==> src/rtl/irq_pkg.sv <==
// Package: shared constants and helpers for the chained interrupt controller.
// Assumes clock and bit rates divide evenly into the tick periods.
package irq_pkg;
    localparam int NUM_TIMERS = 3;
    localparam int TB_OCTET   = 0;
    localparam int TB_SUBMS   = 1;
    localparam int TB_MS      = 2;
    localparam logic ADDR_STATUS = 1'b0;
    localparam logic ADDR_MASK   = 1'b1;

    // Clock cycles between ticks of timebase idx.
    function automatic int tick_div(int idx, int clk_hz, int bit_hz);
        case (idx)
            TB_OCTET: return (clk_hz / bit_hz) * 8;
            TB_SUBMS: return clk_hz / 32000;
            default:  return clk_hz / 1000;
        endcase
    endfunction
endpackage

==> src/rtl/irq_tick_div.sv <==
// Module: free-running divider that emits a one-cycle pulse every DIV clocks.
// Assumes DIV >= 2. The pulse is registered, so it appears DIV cycles apart.
module irq_tick_div #(
    parameter int DIV = 125
) (
    input  logic clk,
    input  logic rst_n,
    output logic tick
);
    localparam int CW = (DIV > 1) ? $clog2(DIV) : 1;
    localparam logic [CW-1:0] LAST = CW'(DIV - 1);

    logic [CW-1:0] cnt;

    // Count 0..DIV-1 and wrap.
    always_ff @(posedge clk) begin
        if (!rst_n)          cnt <= '0;
        else if (cnt == LAST) cnt <= '0;
        else                 cnt <= cnt + 1'b1;
    end

    // Register the terminal-count pulse.
    always_ff @(posedge clk) begin
        if (!rst_n) tick <= 1'b0;
        else        tick <= (cnt == LAST);
    end

    a_r9_tick_single: assert property (@(posedge clk) disable iff (!rst_n)
        tick |=> !tick);
    a_r10_cnt_bound: assert property (@(posedge clk) disable iff (!rst_n)
        cnt <= LAST);
endmodule

==> src/rtl/irq_timebase.sv <==
// Module: the three timebases (octet, 1/32 ms, 1 ms) as tick pulses.
// Assumes CLK_HZ and BIT_HZ give integer divisors of at least 2.
module irq_timebase
    import irq_pkg::*;
#(
    parameter int CLK_HZ = 4_000_000,
    parameter int BIT_HZ = 31_250
) (
    input  logic                  clk,
    input  logic                  rst_n,
    output logic [NUM_TIMERS-1:0] ticks
);
    for (genvar g = 0; g < NUM_TIMERS; g++) begin : g_div
        localparam int DIV_G = tick_div(g, CLK_HZ, BIT_HZ);
        irq_tick_div #(.DIV(DIV_G)) u_div (
            .clk  (clk),
            .rst_n(rst_n),
            .tick (ticks[g])
        );
    end
endmodule

==> src/rtl/irq_status_bank.sv <==
// Module: sticky status bits with write-one-to-clear; a set wins over a clear.
// Assumes event inputs are single-cycle pulses in the clk domain.
module irq_status_bank #(
    parameter int W = 8
) (
    input  logic         clk,
    input  logic         rst_n,
    input  logic [W-1:0] set_evt,
    input  logic [W-1:0] clr_req,
    output logic [W-1:0] status
);
    for (genvar i = 0; i < W; i++) begin : g_bit
        // Hold, set on event, clear on request when no event.
        always_ff @(posedge clk) begin
            if (!rst_n)          status[i] <= 1'b0;
            else if (set_evt[i]) status[i] <= 1'b1;
            else if (clr_req[i]) status[i] <= 1'b0;
        end

        a_r2_set: assert property (@(posedge clk) disable iff (!rst_n)
            set_evt[i] |=> status[i]);
        a_r2_sticky: assert property (@(posedge clk) disable iff (!rst_n)
            (status[i] && !clr_req[i]) |=> status[i]);
        a_r3_clear: assert property (@(posedge clk) disable iff (!rst_n)
            (clr_req[i] && !set_evt[i]) |=> !status[i]);
        a_r4_set_wins: assert property (@(posedge clk) disable iff (!rst_n)
            (clr_req[i] && set_evt[i]) |=> status[i]);
    end
endmodule

==> src/rtl/irq_chain_ctrl.sv <==
// Module: top of the chained maskable interrupt controller.
// Status bits [2:0] are the octet, 1/32 ms and 1 ms timers; the bits above
// them are frame events. irq_n merges the upstream chain request
// combinationally, so chain latency is zero.
module irq_chain_ctrl
    import irq_pkg::*;
#(
    parameter int N_FRAME = 5,
    parameter int CLK_HZ  = 4_000_000,
    parameter int BIT_HZ  = 31_250
) (
    input  logic                 clk,
    input  logic                 rst_n,
    input  logic [N_FRAME-1:0]   frame_evt,
    input  logic                 chain_in_n,
    input  logic                 host_addr,
    input  logic                 host_wr,
    input  logic [N_FRAME+2:0]   host_wdata,
    output logic [N_FRAME+2:0]   host_rdata,
    output logic                 irq_n
);
    localparam int NSRC = N_FRAME + NUM_TIMERS;

    logic [NUM_TIMERS-1:0] ticks;
    logic [NSRC-1:0]       events;
    logic [NSRC-1:0]       clr_req;
    logic [NSRC-1:0]       status;
    logic [NSRC-1:0]       mask;
    logic                  any_pending;

    irq_timebase #(.CLK_HZ(CLK_HZ), .BIT_HZ(BIT_HZ)) u_tb (
        .clk  (clk),
        .rst_n(rst_n),
        .ticks(ticks)
    );

    // Gather timer ticks below the frame events.
    always_comb events = {frame_evt, ticks};

    // Decode write-one-to-clear requests.
    always_comb clr_req = (host_wr && host_addr == ADDR_STATUS) ? host_wdata : '0;

    irq_status_bank #(.W(NSRC)) u_sts (
        .clk    (clk),
        .rst_n  (rst_n),
        .set_evt(events),
        .clr_req(clr_req),
        .status (status)
    );

    // Mask register: full-word write.
    always_ff @(posedge clk) begin
        if (!rst_n)                                mask <= '0;
        else if (host_wr && host_addr == ADDR_MASK) mask <= host_wdata;
    end

    // Read mux.
    always_comb host_rdata = (host_addr == ADDR_MASK) ? mask : status;

    // Merge local enabled requests with the chain input.
    always_comb begin
        any_pending = |(status & mask);
        irq_n       = chain_in_n & ~any_pending;
    end

    a_r5_mask_write: assert property (@(posedge clk) disable iff (!rst_n)
        (host_wr && host_addr == ADDR_MASK) |=> mask == $past(host_wdata));
    a_r7_low_justified: assert property (@(posedge clk) disable iff (!rst_n)
        !irq_n |-> (!chain_in_n || (status & mask) != '0));
    a_r8_chain_pass: assert property (@(posedge clk) disable iff (!rst_n)
        !chain_in_n |-> !irq_n);
    a_r6_masked_silent: assert property (@(posedge clk) disable iff (!rst_n)
        (chain_in_n && mask == '0) |-> irq_n);
endmodule

==> config.mk <==
export PLATFORM = sky130hd
export DESIGN_NAME = irq_chain_ctrl
export DESIGN_NICKNAME = d
export VERILOG_FILES = /design/src/rtl/irq_pkg.sv /design/src/rtl/irq_tick_div.sv /design/src/rtl/irq_timebase.sv /design/src/rtl/irq_status_bank.sv /design/src/rtl/irq_chain_ctrl.sv
export SDC_FILE = /design/constraint.sdc
export NUM_CORES = 1
export LEC_CHECK = 0
export ABC_CLOCK_PERIOD_IN_PS = 3000
export BUFFER_PORTS_ARGS = -buffer_cell sky130_fd_sc_hd__buf_2
export CORE_AREA = 5 5 71 86
export CTS_CLUSTER_DIAMETER = 30
export CTS_CLUSTER_SIZE = 20
export DETAILED_ROUTE_END_ITERATION = 7
export DIE_AREA = 0 0 76 91
export PLACE_DENSITY_LB_ADDON = 0.3
export SLEW_MARGIN = 20
export SYNTH_ARGS = -nofsm -noshare
export SYNTH_HDL_FRONTEND = slang
export SYNTH_HIERARCHICAL = 1
export SYNTH_SLANG_ARGS = --single-unit
==> constraint.sdc <==
create_clock -name clk -period 3 [get_ports clk]
set_clock_uncertainty 0.15 [all_clocks]
set_input_delay 0.3 -clock clk [delete_from_list [all_inputs] [get_ports clk]]
set_output_delay 0.3 -clock clk [all_outputs]
set_load 0.005 [all_outputs]
==> impl_results.md, run 1 <==
- Nets@finish: about 280
- Diodes inserted: 0
- Layout cells sized above 1: 0.2443
- CTS Root Cell: clkbuf_8
- LEAKAGE: approximately 0.94 nW
- Fillers: between 500 and 600
- FP Rows: 29
- WL/cell: around 13 um
- Synth cell types: between 40 and 50
- Via count of the first global-routing pass: between 1500 and 2000
- Final wirelength: between 4000 and 5000 um
- Seq/Total Area, Yosys: 0.4319
- Post-Synthesis Cells: between 200 and 250
- Worst VDD drop: a little under 0.0003 V
- Most common flop cell mapped by yosys: dfxtp_1
- Leading area contributor after synthesis: dfxtp_1
- Core Area: about 5200 um^2
- Area of the multi-input gates: about 1200 um^2
- GP Congestion: approximately 0.74
- Reg2reg path depth: 4
- Crit. Startpoint: u_sts/status[4]
- Syn_area_per_cell: around 9.6 um^2
- CTS Buf Count: 5
- Fmax achieved: ~550 MHz
- Gr usage total: 0.1265
- Headroom to the max-slew limit: 0.6110
- Via count: roughly 1700
- Worst slew pin tran: about 0.58 ns
- Crit path capture: irq_n
- Max clock buf depth: 2
- HP Class: in -> reg
- Async SR Flop Fraction: 0
- Hold_ws: roughly 0.047 ns
- Power Dens Cells: 532.1 nW/um^2
- Antenna viol nets, final: 0
- RSZ-0062 raised after global routing: false
- Most frequent cells in the layout: dfxtp_1 (48), buf_2 (26), nand3_1 (20), nand2_1 (17), nor2_1 (16)
- Mapped Area: roughly 2200 um^2
- YS warnings: 6
- Htree depth: 2
- Io pins: 27
- Post-DP HPWL: roughly 2900 um
- Yosys top cell area share: 0.4319
- Fin Setup TNS: 0 ns
- Setup CP Type: reg -> out
- Ranking of synthesized cells by area: dfxtp_1 (43%), nor2b_4 (4.9%), nand3_1 (4.5%), mux2_2 (4.0%), nand2_1 (2.9%)
- Final setup vio count: 0
- Syn nets: between 200 and 300
- RR Startpoint: u_tb/g_div[2].u_div/cnt[0]
- Worst reg2reg path endpoint: u_tb/g_div[2].u_div/cnt[10]
- Initial Utilization: 0.4287
- CTS sink cnt: 48
- First-pass GRT wire length: approximately 7400 um
- Outcome: finished clean
- Number of remaining DRC errors: 0
- Initial antenna violation count: 0
- Area Growth Syn to Fin: 13.84%
- Die height: 91 um
- Resize count post-CTS: 0
- Post-route minimum period: about 1.8 ns
- Final period util: 0.6103
- Die width: approximately 76 um
- CP arrival: 1.38 ns
- Critical Path RT: roughly 2.6 ns
- Post-synth EDFFs: 0
- Final instance area: ~2500 um^2
- Via density: between 5 and 6
- Yosys reg bits: 48
- Full die area: 6916 um^2
- Fin. Hold Viols: 0
- R2R Setup Slk: about 1.3 ns
- Max FO, Critical Path: 3
- Iteration-0 DRC Markers: 59
- CP endpoint kind: output pin
- Postcts setup bufs: 0
- Port Buffers: 26
- Placed Area: 2395 um^2
- GRT Residual Overflow: 0
- Largest net degree at the start of global routing: 26
- Clk slew on worst S/H paths: ~0.1 ns
- Reg area: between 900 and 1000 um^2
- Most common cell after layout, fill and taps aside: dfxtp_1
- DR pass1 iterations: 4
- CP Launch Type: flip-flop
- Max-cap violations: 0
- CTS Hold Bufs: 0
- CTS tree: yes
- Clock Latency Late Sink: approximately 0.3 ns
- Max-slew violations: 0
## kinds of logic (layout without fill, tap and decap cells)
| group | after synthesis | after routing | synth area share |
|---|---|---|---|
| compound gates | 51 | 51 | 0.1597 |
| xor+xnor | 9 | 9 | 0.03544 |
| fa+ha+maj | 4 | 4 | 0.02250 |
| buf+inv | 13 | 43 | 0.03205 |
| flops | 48 | 48 | 0.4319 |
| mux | 8 | 8 | 0.04050 |
| simple gates | 99 | 99 | 0.2778 |
## metrics by stage
stage	utilization	worst slack [ns]	cells	power (mW)
final	0.4881	1.169	324	1.347
after global routing	0.4881	1.048	324	1.410
after CTS	0.4881	1.135	324	1.371
after detailed placement	0.4615	1.277	316	0.8041
after global placement	0.4615	1.336	316	0.8024
after floorplan	-	1.376	232	0.7700
## synthesized netlist by cell type, types with 2 or more instances
library cell  count
o21a_1            8
nor2_1           16
and2_1            8
ha_1              4
nand2_1          17
dfxtp_1          48
or3_1             4
nor4_1            2
xnor2_1           3
a21boi_0          7
o211ai_1          2
nand3_2           2
nor2b_4           8
xor2_1            6
o21ai_0           9
or3_2             3
nand4_1           5
buf_4             2
inv_1             8
nand3_1          20
o31ai_1           5
or4_1             5
a21oi_1          12
buf_6             2
mux2_2            8
## final cells by class
class / count / area share
multi-input combinational: 171 / 0.4708
sequential: 48 / 0.3794
timing repair buffer: 26 / 0.05138
tap: 62 / 0.03063
clock buffer: 5 / 0.02717
clock inverter: 3 / 0.02717
inverter: 9 / 0.01334
## worst max-delay path: stages (launching register included)
cell      delay (ns)
dfxtp_1         0.34
a222oi_1        0.40
and4_1          0.23
buf_2           0.11
## routing by layer
layer | up-vias | GRT usage | routed length, um | share of wire
met4 | 0 | 0.05341 | 63 | 0.015
met1 | 814 | 0.1515 | 1953 | 0.47
met3 | 5 | 0.04158 | 204 | 0.049
met5 | - | 0 | 0 | 0
li1 | 890 | - | - | -
met2 | 27 | 0.2064 | 1907 | 0.46
## registers in the layout (all words and copies together), names as in the netlist
signal                 count
u_tb/g_div.u_div/cnt      29
mask                       8
u_tb/g_div.u_div/tick      3
u_sts/status               8
## worst min-delay path by stage
stage / startpoint / slack, ns / endpoint / cells after the start
after floorplan: u_tb/g_div[0].u_div/cnt[0] / 0.27 / u_tb/g_div[0].u_div/cnt[0] / 1
after global placement: u_tb/g_div[0].u_div/tick / 0.27 / u_sts/status[0] / 1
after detailed placement: u_tb/g_div[1].u_div/tick / 0.28 / u_sts/status[1] / 1
after CTS: frame_evt[4] / 0.03 / u_sts/status[7] / 2
after global routing: frame_evt[4] / 0.03 / u_sts/status[7] / 2
final: frame_evt[4] / 0.05 / u_sts/status[7] / 2
## power breakdown
| part | internal (mW) | leakage, nW | switching, mW | total [mW] |
|---|---|---|---|---|
| clock network | 0.336 | 0.0687 | 0.223 | 0.559 |
| logic | 0.0535 | 0.479 | 0.0524 | 0.106 |
| registers | 0.661 | 0.391 | 0.0221 | 0.683 |
Note: power is estimated with default switching activity, not from simulation.
==> run 2: changes to the inputs <==
ABC_AREA = 1   (was unset)
ABC_CLOCK_PERIOD_IN_PS = 1500   (was 3000)
clock period = 1.5 ns   (was 3 ns; I/O delays follow)
==> impl_results.md, run 2 <==
- Top reg by flops: u_tb/g_div.u_div/cnt
- Final setup vio count: 0
- Core Area: 5189 um^2
- Via count of the first global-routing pass: 1880
- Post-synth EDFFs: 0
- Port Buffers: 26
- Clock Latency Late Sink: around 0.3 ns
- YS warnings: 6
- CTS Root Cell: clkbuf_8
- Area Growth Syn to Fin: 19.71%
- HP Class: in -> reg
- Iteration-0 DRC Markers: just under 90
- Via density: 4.611
- Clk slew on worst S/H paths: 0.09 ns
- Headroom to the max-slew limit: 0.7276
- Die width: between 70 and 80 um
- Max FO, Critical Path: 11
- Fin. Hold Viols: 0
- Largest net degree at the start of global routing: 18
- Htree depth: 2
- GP Congestion: about 0.76
- Mapped Area: about 2300 um^2
- CTS Buf Count: 5
- CTS sink cnt: 48
- Most common cell in the netlist: nand2_1
- Detailed route wirelength on metal2: approximately 2100 um
- Most common cell after layout, fill and taps aside: nand2_1
- Leading area contributor after synthesis: dfxtp_1
- Final period util: 0.9231
- Layout cells sized above 1: 0.1671
- Final wirelength: roughly 4300 um
- Placed instance count: roughly 400
- Worst slew pin tran: ~0.41 ns
- Initial antenna violation count: 0
- Die height: just over 90 um
- Antenna viol nets, final: 0
- Fmax achieved: a little over 700 MHz
- CP arrival: 1.42 ns
- Yosys top cell area share: 0.4252
- CP endpoint kind: flip-flop
- Max clock buf depth: 2
- FP Rows: 29
- Seq/Total Area, Yosys: 0.4252
- Max FFs per register: 29
- Max-cap violations: 0
- Via count: roughly 2000
- Power Dens Cells: around 940 nW/um^2
- Nets@finish: 386
- Met3 WL: ~200 um
- WL met1: around 1900 um
- Async SR Flop Fraction: 0
- Fin Setup TNS: 0 ns
- LEAKAGE: approximately 1.2 nW
- Number of remaining DRC errors: 0
- Outcome: finished clean
- Critical Path RT: 1.54 ns
- CTS tree: yes
- DR pass1 iterations: 4
- RSZ-0062 raised after global routing: false
- Overall Power: 2.551 mW
- Max-slew violations: 0
- Full die area: 6916 um^2
- First-pass GRT wire length: a little over 8000 um
- Synth cell types: 25
- Post-Synthesis Cells: between 300 and 400
- Hold_ws: about 0.12 ns
- Most frequent cells in the layout: nand2_1 (80), nor2_1 (59), inv_1 (47), dfxtp_1 (47), buf_2 (26)
- Worst VDD drop: ~0.00055 V
- Ranking of synthesized cells by area: dfxtp_1 (43%), nand2_1 (13%), nor2_1 (9.8%), inv_1 (7.8%), a21oi_1 (3.8%)
- Post-DP HPWL: a little over 3000 um
- WL/cell: ~10 um
- CP Launch Type: flip-flop
- Syn nets: approximately 340
- Most common flop cell mapped by yosys: dfxtp_1
- Commonest cells post-synth: nand2_1 (80), nor2_1 (59), dfxtp_1 (48)
- Yosys reg bits: between 40 and 50
- Final Non-Filler Cells: 427
- Gr usage total: 0.1389
- Diodes inserted: 0
- Biggest regs: u_tb/g_div.u_div/cnt (29), mask (8), u_sts/status (8)
- Initial Utilization: 0.4355
- Final core utilization: 0.5213
- GRT Residual Overflow: 0
- Fillers: approximately 520
- Setup CP Type: reg -> reg
- Io pins: 27
- Syn_area_per_cell: about 7.1 um^2
- Post-route minimum period: roughly 1.4 ns
- DR top layer: met4
[run 2: cell types whose count changed in the layout (fill, tap and decap cells not counted), moves of 13 or more]
cell,delta
nand2_1,+63
nor2_1,+43
inv_1,+39
dlygate4sd3_1,+13
[run 2: area by class of cell]
type / instances / area [um^2] / share of cell area
multi-input cells: 219 / 1085 / 0.4010
flip-flops and latches: 48 / 962.2 / 0.3557
repair buffers: 39 / 260.3 / 0.09621
inverters: 51 / 198.9 / 0.07354
clock buffers: 6 / 82.58 / 0.03053
well taps: 62 / 77.57 / 0.02868
clock inverters: 2 / 38.79 / 0.01434
[run 2: cell families (layout without fill, tap and decap cells)]
logic type      after synthesis  in the layout  share of synthesized area
simple gates                179            179                     0.3566
buf+inv                      53             98                    0.09801
flops                        48             48                     0.4252
compound gates               25             25                    0.05537
xor+xnor                     11             11                    0.04263
fa+ha+maj                     4              4                    0.02215
[run 2: worst max-delay path: stages (launching register included)]
cell and delay, ns:
dfxtp_1 0.36, ha_1 0.21, nand3_2 0.15, inv_2 0.09, nand3_2 0.11, nand2_4 0.15, nor2_1 0.06
[run 2: where the power goes]
group	internal [mW]	total (mW)	switching (mW)
Combinational	0.107	0.230	0.123
Clock	0.545	0.964	0.419
Sequential	1.32	1.36	0.0391
Total	1.97	2.55	0.582
[run 2: per-stage QoR]
stage | instance area, um^2 | setup slack [ns]
after CTS | 2696 | 0.01351
after floorplan | 2260 | 0.1705
after global routing | 2705 | 0.008316
after global placement | 2445 | 0.09736
final | 2705 | 0.1153
after detailed placement | 2445 | 0.04608
[run 2: final timing paths]
path | slack (ns) | endpoint | start | cells past startpoint
min reg2reg | 0.28 | u_sts/status[2] | u_tb/g_div[2].u_div/tick | 2
max | 0.12 | u_tb/g_div[2].u_div/cnt[5] | u_tb/g_div[2].u_div/cnt[1] | 6
min | 0.12 | u_tb/g_div[1].u_div/tick | rst_n | 3
max reg2reg | 0.12 | u_tb/g_div[2].u_div/cnt[5] | u_tb/g_div[2].u_div/cnt[1] | 6
[run 2: repair_timing]
action                     4_1_cts  5_1_grt
gates resized for setup          0        3
buffers inserted                 0        0
hold buffers                    13        0
setup endpoints to repair        0       16
hold endpoints to repair        13        0
[run 2: routing by layer]
metal | vias up | global-route usage
met5 | - | 0
met4 | 0 | 0.05341
met3 | 6 | 0.04257
met2 | 28 | 0.2386
met1 | 880 | 0.1602
li1 | 1055 | -
==> run 3: changes to the inputs <==
ABC_AREA = unset   (was 1)
==> impl_results.md, run 3 (synthesis results as in run 1) <==
- Reg area: slightly below 1000 um^2
- Net Sw Frac: 0.2451
- Fillers: approximately 470
- Layout cells sized above 1: 0.3618
- Via count of the first global-routing pass: between 1500 and 2000
- Initial antenna violation count: 0
- Io pins: 27
- HP Class: in -> reg
- Largest net degree at the start of global routing: 16
- Diodes inserted: 0
- Power Dens Cells: approximately 840 nW/um^2
- Clk slew on worst S/H paths: 0.09 ns
- Die height: approximately 90 um
- CTS Buf Count: 5
- Crit path capture: irq_n
- Area Growth Syn to Fin: 31.89%
- Max clock buf depth: 2
- CP arrival: around 1.3 ns
- Most frequent cells in the layout: dfxtp_1 (36), buf_4 (27), buf_2 (26), nand3_1 (19)
- WL/cell: about 13 um
- CP Buf/Inv Count: 1
- Port Buffers: 26
- Final Non-Filler Cells: approximately 370
- Fin. Hold Viols: 0
- CTS Root Cell: clkbuf_8
- Max FO, Critical Path: 2
- Fmax achieved: between 600 and 700 MHz
- CP cell instances: a22o_1 > a221oi_2 > and4_1 > buf_2
- P_int: roughly 1.9 mW
- Crit-path max cell delay: between 0.3 and 0.4 ns
- Htree depth: 2
- Slowest cell on crit path: dfxtp_2
- R2R Setup Slk: ~0.02 ns
- Die width: 76 um
- Core Area: 5189 um^2
- CTS sink cnt: 48
- Nets@finish: about 330
- Post-route minimum period: 1.641 ns
- Outcome: complete, but fails checks
- CP endpoint kind: output pin
- Placed instance count: roughly 340
- LEAKAGE: 1.131 nW
- WP depth: 4
- Final period util: 1.094
- Critical Path RT: 1.20 ns
- Max-slew violations: 0
- Biggest regs: u_tb/g_div.u_div/cnt (29), mask (8), u_sts/status (8)
- First-pass GRT wire length: 8169 um
- Setup CP Type: reg -> out
- Iteration-0 DRC Markers: 51
- Worst VDD drop: 0.0004791 V
- Sw power: 0.6052 mW
- RR Startpoint: u_tb/g_div[2].u_div/cnt[0]
- RSZ-0062 raised after global routing: true
- GRT Residual Overflow: 0
- Gr usage total: 0.1399
- Area of the multi-input gates: 1239 um^2
- GP Congestion: 0.7595
- Number of remaining DRC errors: 0
- Final setup vio count: 1
- Setup WS pre-CTS: -0.01701 ns
- Crit. Startpoint: mask[1]
- Top reg by flops: u_tb/g_div.u_div/cnt
- Max FFs per register: 29
- Worst reg2reg path endpoint: u_tb/g_div[2].u_div/cnt[10]
- Worst slew pin tran: 0.3157 ns
- Antenna viol nets, final: 0
- Reg2reg path depth: 4
- Worst Setup Slack, final: -0.1408 ns
- Max-cap violations: 0
- Post-DP HPWL: between 3000 and 4000 um
- Final core utilization: 0.5655
- Flop pwr share: 0.553
- FP Rows: 29
- Most common cell after layout, fill and taps aside: dfxtp_1
- Hold_ws: ~0.040 ns
- Final wirelength: about 4600 um
- Via density: around 5.2
- CP top delay family: compound AO/OA/AOI/OAI gates
- Clock Latency Late Sink: 0.30 ns
- Headroom to the max-slew limit: 0.7886
- DR pass1 iterations: 4
- Clk pwr share: 0.327
- Failing checks: negative setup slack
- CP Launch Type: flip-flop
- Comb pwr share: 0.119
- CTS tree: yes
- Worst hold path cell count: 2
- Initial Utilization: 0.4287
- Via count: 1890
- Full die area: 6916 um^2
==> run 3: timing repair <==
| item | 4_1_cts | 5_1_grt |
|---|---|---|
| hold endpoints to repair | 13 | 0 |
| buffers inserted | 5 | 1 |
| endpoints found under the setup margin | 9 | 13 |
| pin swaps | 3 | 1 |
| resized for setup | 10 | 10 |
| hold buffers | 13 | 0 |
==> run 3: power by group through the flow <==
| stage | Clock [mW] | Sequential (mW) | Combinational [mW] |
|---|---|---|---|
| after floorplan | 0 | 1.39 | 0.158 |
| final | 0.809 | 1.37 | 0.294 |
| after global placement | 0 | 1.40 | 0.249 |
| after detailed placement | 0 | 1.40 | 0.251 |
| after CTS | 0.842 | 1.37 | 0.285 |
| after global routing | 0.904 | 1.37 | 0.328 |
==> run 3: through the flow <==
step	TNS, ns	power [mW]	instance area (um^2)
after floorplan	0	1.546	2242
after global placement	0	1.645	2597
after detailed placement	-0.01701	1.649	2597
after CTS	-0.1647	2.495	2890
after global routing	-0.3998	2.607	2934
final	-0.1408	2.469	2934
==> run 3: metal layers <==
layer	track usage	wire, um	share of wire	vias up
li1	-	-	-	974
met5	0	0	0	-
met3	0.03465	143	0.031	5
met1	0.1692	2114	0.46	880
met2	0.2393	2291	0.50	31
met4	0.04896	64	0.014	0
==> run 3: worst register-to-register path, cell delays in order, from the launching register on <==
cell	delay, ns
dfxtp_4	0.39
ha_4	0.15
nand4_4	0.16
or4_4	0.45
a21oi_2	0.13
==> run 3: worst min-delay path by stage <==
stage | from | endpoint
3_3_place_gp | frame_evt[2] | u_sts/status[5]
6_report | rst_n | u_sts/status[2]
3_5_place_dp | frame_evt[4] | u_sts/status[7]
5_1_grt | rst_n | u_sts/status[2]
4_1_cts | rst_n | u_sts/status[2]
2_1_floorplan | frame_evt[0] | u_sts/status[3]
==> run 3: final cells by class <==
cell class	count	area share
clock inverters	2	0.005117
flip-flops and latches	48	0.3352
multi-input cells	171	0.4222
well taps	62	0.02644
inverters	9	0.01151
repair buffers	68	0.1714
clock buffers	6	0.02815
